===== config.mk =====
export PLATFORM = sky130hd
export DESIGN_NAME = pmc_top
export DESIGN_NICKNAME = d
export VERILOG_FILES = /design/src/rtl/pmc_pkg.sv /design/src/rtl/pmc_wake_eval.sv /design/src/rtl/pmc_settle_timer.sv /design/src/rtl/pmc_vec_seq.sv /design/src/rtl/pmc_top.sv
export SDC_FILE = /design/constraint.sdc
export NUM_CORES = 1
export LEC_CHECK = 0
export BUFFER_PORTS_ARGS = -buffer_cell sky130_fd_sc_hd__clkbuf_2
export CAP_MARGIN = 20
export CORE_UTILIZATION = 50
export DETAILED_ROUTE_END_ITERATION = 16
export HOLD_SLACK_MARGIN = 0.12
export PLACE_DENSITY = 0.73
export SLEW_MARGIN = 20
export SYNTH_ARGS = -nofsm -noshare
export SYNTH_HDL_FRONTEND = slang
export SYNTH_HIERARCHICAL = 1
export SYNTH_SLANG_ARGS = --single-unit

===== constraint.sdc =====
create_clock -name clk -period 2.99 [get_ports clk]
set_clock_uncertainty 0.05 [all_clocks]
set_input_delay 0.1495 -clock clk [delete_from_list [all_inputs] [get_ports clk]]
set_output_delay 0.1495 -clock clk [all_outputs]
set_load 0.03 [all_outputs]

===== src/rtl/pmc_pkg.sv =====
package pmc_pkg;

  typedef enum logic [1:0] {
    PM_RUN    = 2'd0,
    PM_IDLE   = 2'd1,
    PM_STOP   = 2'd2,
    PM_SETTLE = 2'd3
  } pm_state_e;

  localparam int PMC_MAX_SRC = 32;

  // Enabled-and-pending set of sources.
  function automatic logic [PMC_MAX_SRC-1:0] live_sources(
      input logic [PMC_MAX_SRC-1:0] pend,
      input logic [PMC_MAX_SRC-1:0] en);
    return pend & en;
  endfunction

  // A wake is vectored when interrupts are globally enabled and a
  // waking source lies outside the plain-resume set.
  function automatic logic wants_vector(
      input logic [PMC_MAX_SRC-1:0] live,
      input logic [PMC_MAX_SRC-1:0] plain,
      input logic                   mie);
    return mie && ((live & ~plain) != '0);
  endfunction

endpackage


===== src/rtl/pmc_wake_eval.sv =====
module pmc_wake_eval
  import pmc_pkg::*;
#(
  parameter int NSRC        = 8,
  parameter int PLAIN_SRC_A = 2,
  parameter int PLAIN_SRC_B = 3
) (
  input  logic [NSRC-1:0] irq_pend,
  input  logic [NSRC-1:0] irq_en,
  input  logic            master_ie,
  output logic            wake,
  output logic            route_vec
);

  localparam logic [PMC_MAX_SRC-1:0] PLAIN_MASK =
    (PMC_MAX_SRC'(1) << PLAIN_SRC_A) | (PMC_MAX_SRC'(1) << PLAIN_SRC_B);

  logic [PMC_MAX_SRC-1:0] pend_w;
  logic [PMC_MAX_SRC-1:0] en_w;
  logic [PMC_MAX_SRC-1:0] live;

  always_comb begin
    pend_w = '0;
    en_w   = '0;
    pend_w[NSRC-1:0] = irq_pend;
    en_w[NSRC-1:0]   = irq_en;
    live      = live_sources(pend_w, en_w);
    wake      = (live != '0);
    route_vec = wants_vector(live, PLAIN_MASK, master_ie);
  end

endmodule


===== src/rtl/pmc_settle_timer.sv =====
module pmc_settle_timer #(
  parameter int SETTLE_CYCLES = 131072
) (
  input  logic clk,
  input  logic rst_n,
  input  logic run_en,
  output logic done
);

  localparam int CW = (SETTLE_CYCLES > 2) ? $clog2(SETTLE_CYCLES) : 1;
  localparam logic [CW-1:0] LAST = CW'(SETTLE_CYCLES - 1);

  logic [CW-1:0] cnt_q;

  assign done = run_en && (cnt_q == LAST);

  always_ff @(posedge clk or negedge rst_n) begin
    if (!rst_n)               cnt_q <= '0;
    else if (!run_en || done) cnt_q <= '0;
    else                      cnt_q <= cnt_q + 1'b1;
  end

  AST_SETTLE_NOT_IDLE_COUNT: assert property (@(posedge clk) disable iff (!rst_n)
    !run_en |=> (cnt_q == '0)) else $error("settle count moved while unused");

endmodule


===== src/rtl/pmc_vec_seq.sv =====
module pmc_vec_seq (
  input  logic clk,
  input  logic rst_n,
  input  logic arm,
  input  logic retire,
  output logic vec_req,
  output logic busy
);

  logic armed_q;
  logic seen_q;
  logic vec_q;

  assign vec_req = vec_q;
  assign busy    = armed_q | vec_q;

  always_ff @(posedge clk or negedge rst_n) begin
    if (!rst_n) begin
      armed_q <= 1'b0;
      seen_q  <= 1'b0;
      vec_q   <= 1'b0;
    end else begin
      vec_q <= 1'b0;
      if (arm) begin
        armed_q <= 1'b1;
        seen_q  <= 1'b0;
      end else if (armed_q && retire) begin
        if (seen_q) begin
          vec_q   <= 1'b1;
          armed_q <= 1'b0;
          seen_q  <= 1'b0;
        end else begin
          seen_q <= 1'b1;
        end
      end
    end
  end

  AST_VEC_SINGLE_CYCLE: assert property (@(posedge clk) disable iff (!rst_n)
    vec_q |=> !vec_q) else $error("vector pulse longer than one cycle");
  AST_VEC_AFTER_RETIRE: assert property (@(posedge clk) disable iff (!rst_n)
    $rose(vec_q) |-> ($past(retire) && $past(armed_q))) else $error("vector without retire");

endmodule


===== src/rtl/pmc_top.sv =====
module pmc_top
  import pmc_pkg::*;
#(
  parameter int NSRC          = 8,
  parameter int SETTLE_CYCLES = 131072,
  parameter int PLAIN_SRC_A   = 2,
  parameter int PLAIN_SRC_B   = 3
) (
  input  logic            clk,
  input  logic            rst_n,
  input  logic            idle_req,
  input  logic            stop_req,
  input  logic [NSRC-1:0] irq_pend,
  input  logic [NSRC-1:0] irq_en,
  input  logic            master_ie,
  input  logic            instr_retired,
  output logic            cpu_clk_en,
  output logic            osc_en,
  output logic            periph_en,
  output logic            resume_pulse,
  output logic            vec_req,
  output logic [1:0]      mode
);

  pm_state_e state_q, state_d;
  logic      stop_woke_q, stop_woke_d;
  logic      route_q, route_d;
  logic      resume_q, resume_d;
  logic      arm_vec;

  // named internal events
  logic wake;
  logic route_vec;
  logic settle_done;
  logic vec_busy;
  logic in_settle;
  logic retire_run;

  assign in_settle  = (state_q == PM_SETTLE);
  assign retire_run = instr_retired && (state_q == PM_RUN);

  pmc_wake_eval #(
    .NSRC(NSRC), .PLAIN_SRC_A(PLAIN_SRC_A), .PLAIN_SRC_B(PLAIN_SRC_B)
  ) u_wake (
    .irq_pend(irq_pend), .irq_en(irq_en), .master_ie(master_ie),
    .wake(wake), .route_vec(route_vec)
  );

  pmc_settle_timer #(.SETTLE_CYCLES(SETTLE_CYCLES)) u_settle (
    .clk(clk), .rst_n(rst_n), .run_en(in_settle), .done(settle_done)
  );

  pmc_vec_seq u_vec (
    .clk(clk), .rst_n(rst_n), .arm(arm_vec), .retire(retire_run),
    .vec_req(vec_req), .busy(vec_busy)
  );

  always_comb begin
    state_d     = state_q;
    stop_woke_d = stop_woke_q;
    route_d     = route_q;
    resume_d    = 1'b0;
    arm_vec     = 1'b0;
    unique case (state_q)
      PM_RUN: begin
        if (!vec_busy && stop_req)      state_d = PM_STOP;
        else if (!vec_busy && idle_req) state_d = PM_IDLE;
      end
      PM_IDLE: begin
        if (wake) begin
          state_d  = PM_RUN;
          resume_d = 1'b1;
          arm_vec  = route_vec;
        end
      end
      PM_STOP: begin
        if (wake) begin
          state_d     = PM_SETTLE;
          stop_woke_d = 1'b1;
          route_d     = route_vec;
        end
      end
      PM_SETTLE: begin
        if (settle_done) begin
          state_d     = PM_RUN;
          resume_d    = stop_woke_q;
          arm_vec     = stop_woke_q && route_q;
          stop_woke_d = 1'b0;
          route_d     = 1'b0;
        end
      end
      default: state_d = PM_SETTLE;
    endcase
  end

  always_ff @(posedge clk or negedge rst_n) begin
    if (!rst_n) begin
      state_q     <= PM_SETTLE;
      stop_woke_q <= 1'b0;
      route_q     <= 1'b0;
      resume_q    <= 1'b0;
    end else begin
      state_q     <= state_d;
      stop_woke_q <= stop_woke_d;
      route_q     <= route_d;
      resume_q    <= resume_d;
    end
  end

  assign mode         = state_q;
  assign cpu_clk_en   = (state_q == PM_RUN);
  assign osc_en       = (state_q != PM_STOP);
  assign periph_en    = (state_q != PM_STOP);
  assign resume_pulse = resume_q;

  AST_IDLE_WAKE_RESUMES: assert property (@(posedge clk) disable iff (!rst_n)
    (state_q == PM_IDLE && wake) |=> (state_q == PM_RUN && resume_pulse)) else $error("idle wake missed");
  AST_IDLE_HOLDS: assert property (@(posedge clk) disable iff (!rst_n)
    (state_q == PM_IDLE && !wake) |=> (state_q == PM_IDLE)) else $error("idle left without wake");
  AST_STOP_VIA_SETTLE: assert property (@(posedge clk) disable iff (!rst_n)
    (state_q == PM_STOP) |=> (state_q == PM_STOP || state_q == PM_SETTLE)) else $error("stop skipped settling");
  AST_SETTLE_HOLDS: assert property (@(posedge clk) disable iff (!rst_n)
    (state_q == PM_SETTLE && !settle_done) |=> (state_q == PM_SETTLE)) else $error("settling cut short");
  AST_BUSY_BLOCKS_ENTRY: assert property (@(posedge clk) disable iff (!rst_n)
    (state_q == PM_RUN && vec_busy) |=> (state_q == PM_RUN)) else $error("sleep entered with vector pending");
  AST_RESUME_IN_RUN: assert property (@(posedge clk) disable iff (!rst_n)
    resume_pulse |-> (cpu_clk_en && $past(state_q) != PM_RUN)) else $error("resume outside wake");

endmodule


==> results.sh <==
export IMPL_status="finished clean"
export IMPL_initial_core_util=0.540
export IMPL_cts_buffer_depth=2
export IMPL_route_detailed_drc=0
export IMPL_seq_area_frac_synth=0.457
export IMPL_async_flop_share=1.00
export IMPL_grt_overflow=0
export IMPL_cts_made_buffers=3
export IMPL_nFillCells=218
export IMPL_place_congestion=0.847
export IMPL_drtIter0Drc=28
export IMPL_synth_edff_count=0
export IMPL_cp_slowest_cell="dfrtp_1"
export IMPL_worstPathRequired_ns=3.15
export IMPL_synthCells=137
export IMPL_crit_end="u_vec/vec_req$_DFF_PN0_"
export IMPL_cp_cell_sequence="ha_1 -> nand4_1 -> nor4_1 -> and2_1 -> ha_1 -> and2_1 -> nand4_1 -> a21oi_1 -> nor3b_1"
export IMPL_die_area_sq_um=2960
export IMPL_io_buffer_count=28
export IMPL_cp_depth=9
export IMPL_wire_per_inst_um=13.3
export IMPL_synthFlopType="dfrtp_1"
export IMPL_firstDrtPassIters=4
export IMPL_vias=1162
export IMPL_power_density_nw_per_um2=612
export IMPL_core_area_sq_um=2540
export IMPL_grt_start_max_net_pins=26
export IMPL_crit_fanout=7
export IMPL_clk_latency_ns=0.32
export IMPL_hold_path_class="input port to flop"
export IMPL_dieHeight_um=54.4
export IMPL_worstReg2RegEnd="u_vec/vec_req$_DFF_PN0_"
export IMPL_nets=193
export IMPL_areaGrowthSynthToFinish_pct=14.4
export IMPL_cp_top_family="simple AND/OR/NAND/NOR gates"
export IMPL_syn_area_sq_um=1380
export IMPL_finalHoldViolations=0
export IMPL_avgViaCountPerCell=5.87
export IMPL_slew_headroom=0.599
export IMPL_diodes=0
export IMPL_min_period_ns=2.38
export IMPL_synth_nets=161
export IMPL_critPathBufInv=0
export IMPL_fin_setup_tns_ns=0
export IMPL_grt_pass1_vias=988
export IMPL_worstHoldPathCells=4
export IMPL_postRouteAntennaNets=0
export IMPL_cts_tree="built"
export IMPL_grt_antenna_before_repair=0
export IMPL_clkTransAtPathRegs_ns=0.13
export IMPL_root_buffer="clkbuf_4"
export IMPL_final_util=0.618
export IMPL_critPathLaunch="u_settle/cnt_q[0]$_DFF_PN0_"
export IMPL_placed_cell_area_sq_um=1520
export IMPL_dp_hpwl_um=1920
export IMPL_die_x_um=54.4
export IMPL_startpoint_type="flop"
export IMPL_timing_rr_start="u_settle/cnt_q[0]$_DFF_PN0_"
export IMPL_finalMaxSlewViolations=0
export IMPL_r2r_cells=9
export IMPL_tightest_slew_ns=0.601
export IMPL_drt_wl_total_um=2640
export IMPL_leakage_nw=0.682
export IMPL_arrival_ns=2.54
export IMPL_fmax_ghz=0.420
export IMPL_grt_met2_usage=0.295
export IMPL_rsz0062_at_grt="no"
export IMPL_peakVddDrop_mv=0.531
export IMPL_maxCapViolCount=0
export IMPL_synthDistinctLibCells=40
export IMPL_grt_usage=0.204
export IMPL_mostFrequentLayoutCells="clkbuf_2 (28), dfrtp_1 (23), nand2_1 (13)"
export IMPL_final_common_cell="clkbuf_2"
export IMPL_setup_viol_count_final=0
export IMPL_regToRegSetupSlack_ns=0.61
export IMPL_grt_pass1_wl_um=4220
export IMPL_cp_end_kind="flop"
export IMPL_io_pins=29
export IMPL_finalCritPeriodShare=0.796
export IMPL_met1_usage=0.296
export IMPL_drive_above_1_share=0.268
export IMPL_ys_seq_elements=25
export IMPL_clock_sinks=25
export IMPL_p_total_mw=0.962
export IMPL_busiest_layer="met1"
export IMPL_final_area_sq_um=1570
export IMPL_h_tree_depth=1
export IMPL_syn_area_per_cell_sq_um=10.0
export IMPL_critPathKind="flop to flop"
export IMPL_num_rows=18
export IMPL_ys_warn_count=6
export IMPL_critical_path_max_stage_delay_ns=0.41
export IMPL_use_met3=0.0333
==> worst reg2reg max path, stage by stage (launching register included) <==
cell and delay (ns):
dfrtp_1 0.41, ha_1 0.23, nand4_1 0.25, nor4_1 0.29, and2_1 0.15, ha_1 0.16
and2_1 0.22, nand4_1 0.11, a21oi_1 0.31, nor3b_1 0.09
==> registers in the layout, indices dropped and copies added (netlist names) <==
signal	flops
route_q	1
stop_woke_q	1
u_settle/cnt_q	17
u_vec/armed_q	1
u_vec/vec_req	1
resume_pulse	1
u_vec/seen_q	1
mode	2
==> stage by stage <==
stage	cells	hold WS (ns)	worst slack [ns]
floorplan	137	-0.196	0.885
global placement	191	0.137	0.723
detailed placement	191	0.141	0.634
CTS	198	0.175	0.605
global route	198	0.205	0.336
finish	198	0.178	0.611
==> per-layer routing <==
metal / wire, um / up-vias
li1: - / 573
met3: 140 / 5
met2: 1190 / 39
met5: 0 / -
met4: 46 / 0
met1: 1260 / 545
==> power by group <==
part	total [mW]	leakage (nW)	internal [mW]	switching, mW
Sequential	0.475	0.326	0.401	0.0740
Combinational	0.337	0.338	0.128	0.209
Clock	0.150	0.0177	0.0501	0.0995
Total	0.962	0.682	0.580	0.382
==> final cells by class <==
class	count	area (sq um)	area share
well taps	30	37.5	0.0239
clock inverters	1	5.00	0.00318
multi-input cells	105	698	0.444
clock buffers	3	22.5	0.0143
flip-flops and latches	25	628	0.399
repair buffers	31	170	0.108
inverters	3	11.3	0.00716
==> cells in the mapped netlist (all sizes together), types with 3 or more instances <==
library cell / n / share of area
nand4: 8 / 0.047
or4: 4 / 0.022
nand2: 13 / 0.035
inv: 3 / 0.0082
nor4: 4 / 0.018
buf: 4 / 0.027
mux2i: 3 / 0.022
nor2: 5 / 0.014
nand3: 5 / 0.031
nand2b: 5 / 0.023
o31ai: 4 / 0.022
a22oi: 4 / 0.033
a21oi: 13 / 0.050
or3: 4 / 0.020
and2: 7 / 0.032
dfrtp: 23 / 0.42
o21ai: 7 / 0.025
nor2b: 3 / 0.014
==> worst min path at each step <==
stage | startpoint | to | slack, ns
2_1_floorplan | rst_n | resume_pulse$_DFF_PN0_ | -0.20
3_3_place_gp | rst_n | u_settle/cnt_q[9]$_DFF_PN0_ | 0.14
3_5_place_dp | rst_n | u_settle/cnt_q[9]$_DFF_PN0_ | 0.14
4_1_cts | instr_retired | u_vec/vec_req$_DFF_PN0_ | 0.17
5_1_grt | instr_retired | u_vec/vec_req$_DFF_PN0_ | 0.20
6_report | instr_retired | u_vec/vec_req$_DFF_PN0_ | 0.18
==> timing repair <==
| item | in CTS | in global routing |
|---|---|---|
| hold buffers | 3 | 0 |
| hold endpoints to repair | 25 | 0 |
| resized for setup | 0 | 0 |
| setup buffers | 0 | 0 |
==> logic make-up (layout without fill, tap and decap cells) <==
logic type | Yosys count | after routing | share of synthesized area
mux | 3 | 3 | 0.0218
buf+inv | 7 | 38 | 0.0355
simple gates | 62 | 62 | 0.277
fa+ha+maj | 2 | 2 | 0.0182
flops | 25 | 25 | 0.457
compound gates | 35 | 35 | 0.172
xor+xnor | 3 | 3 | 0.0191
No activity file was read; power rests on OpenSTA's default activity.
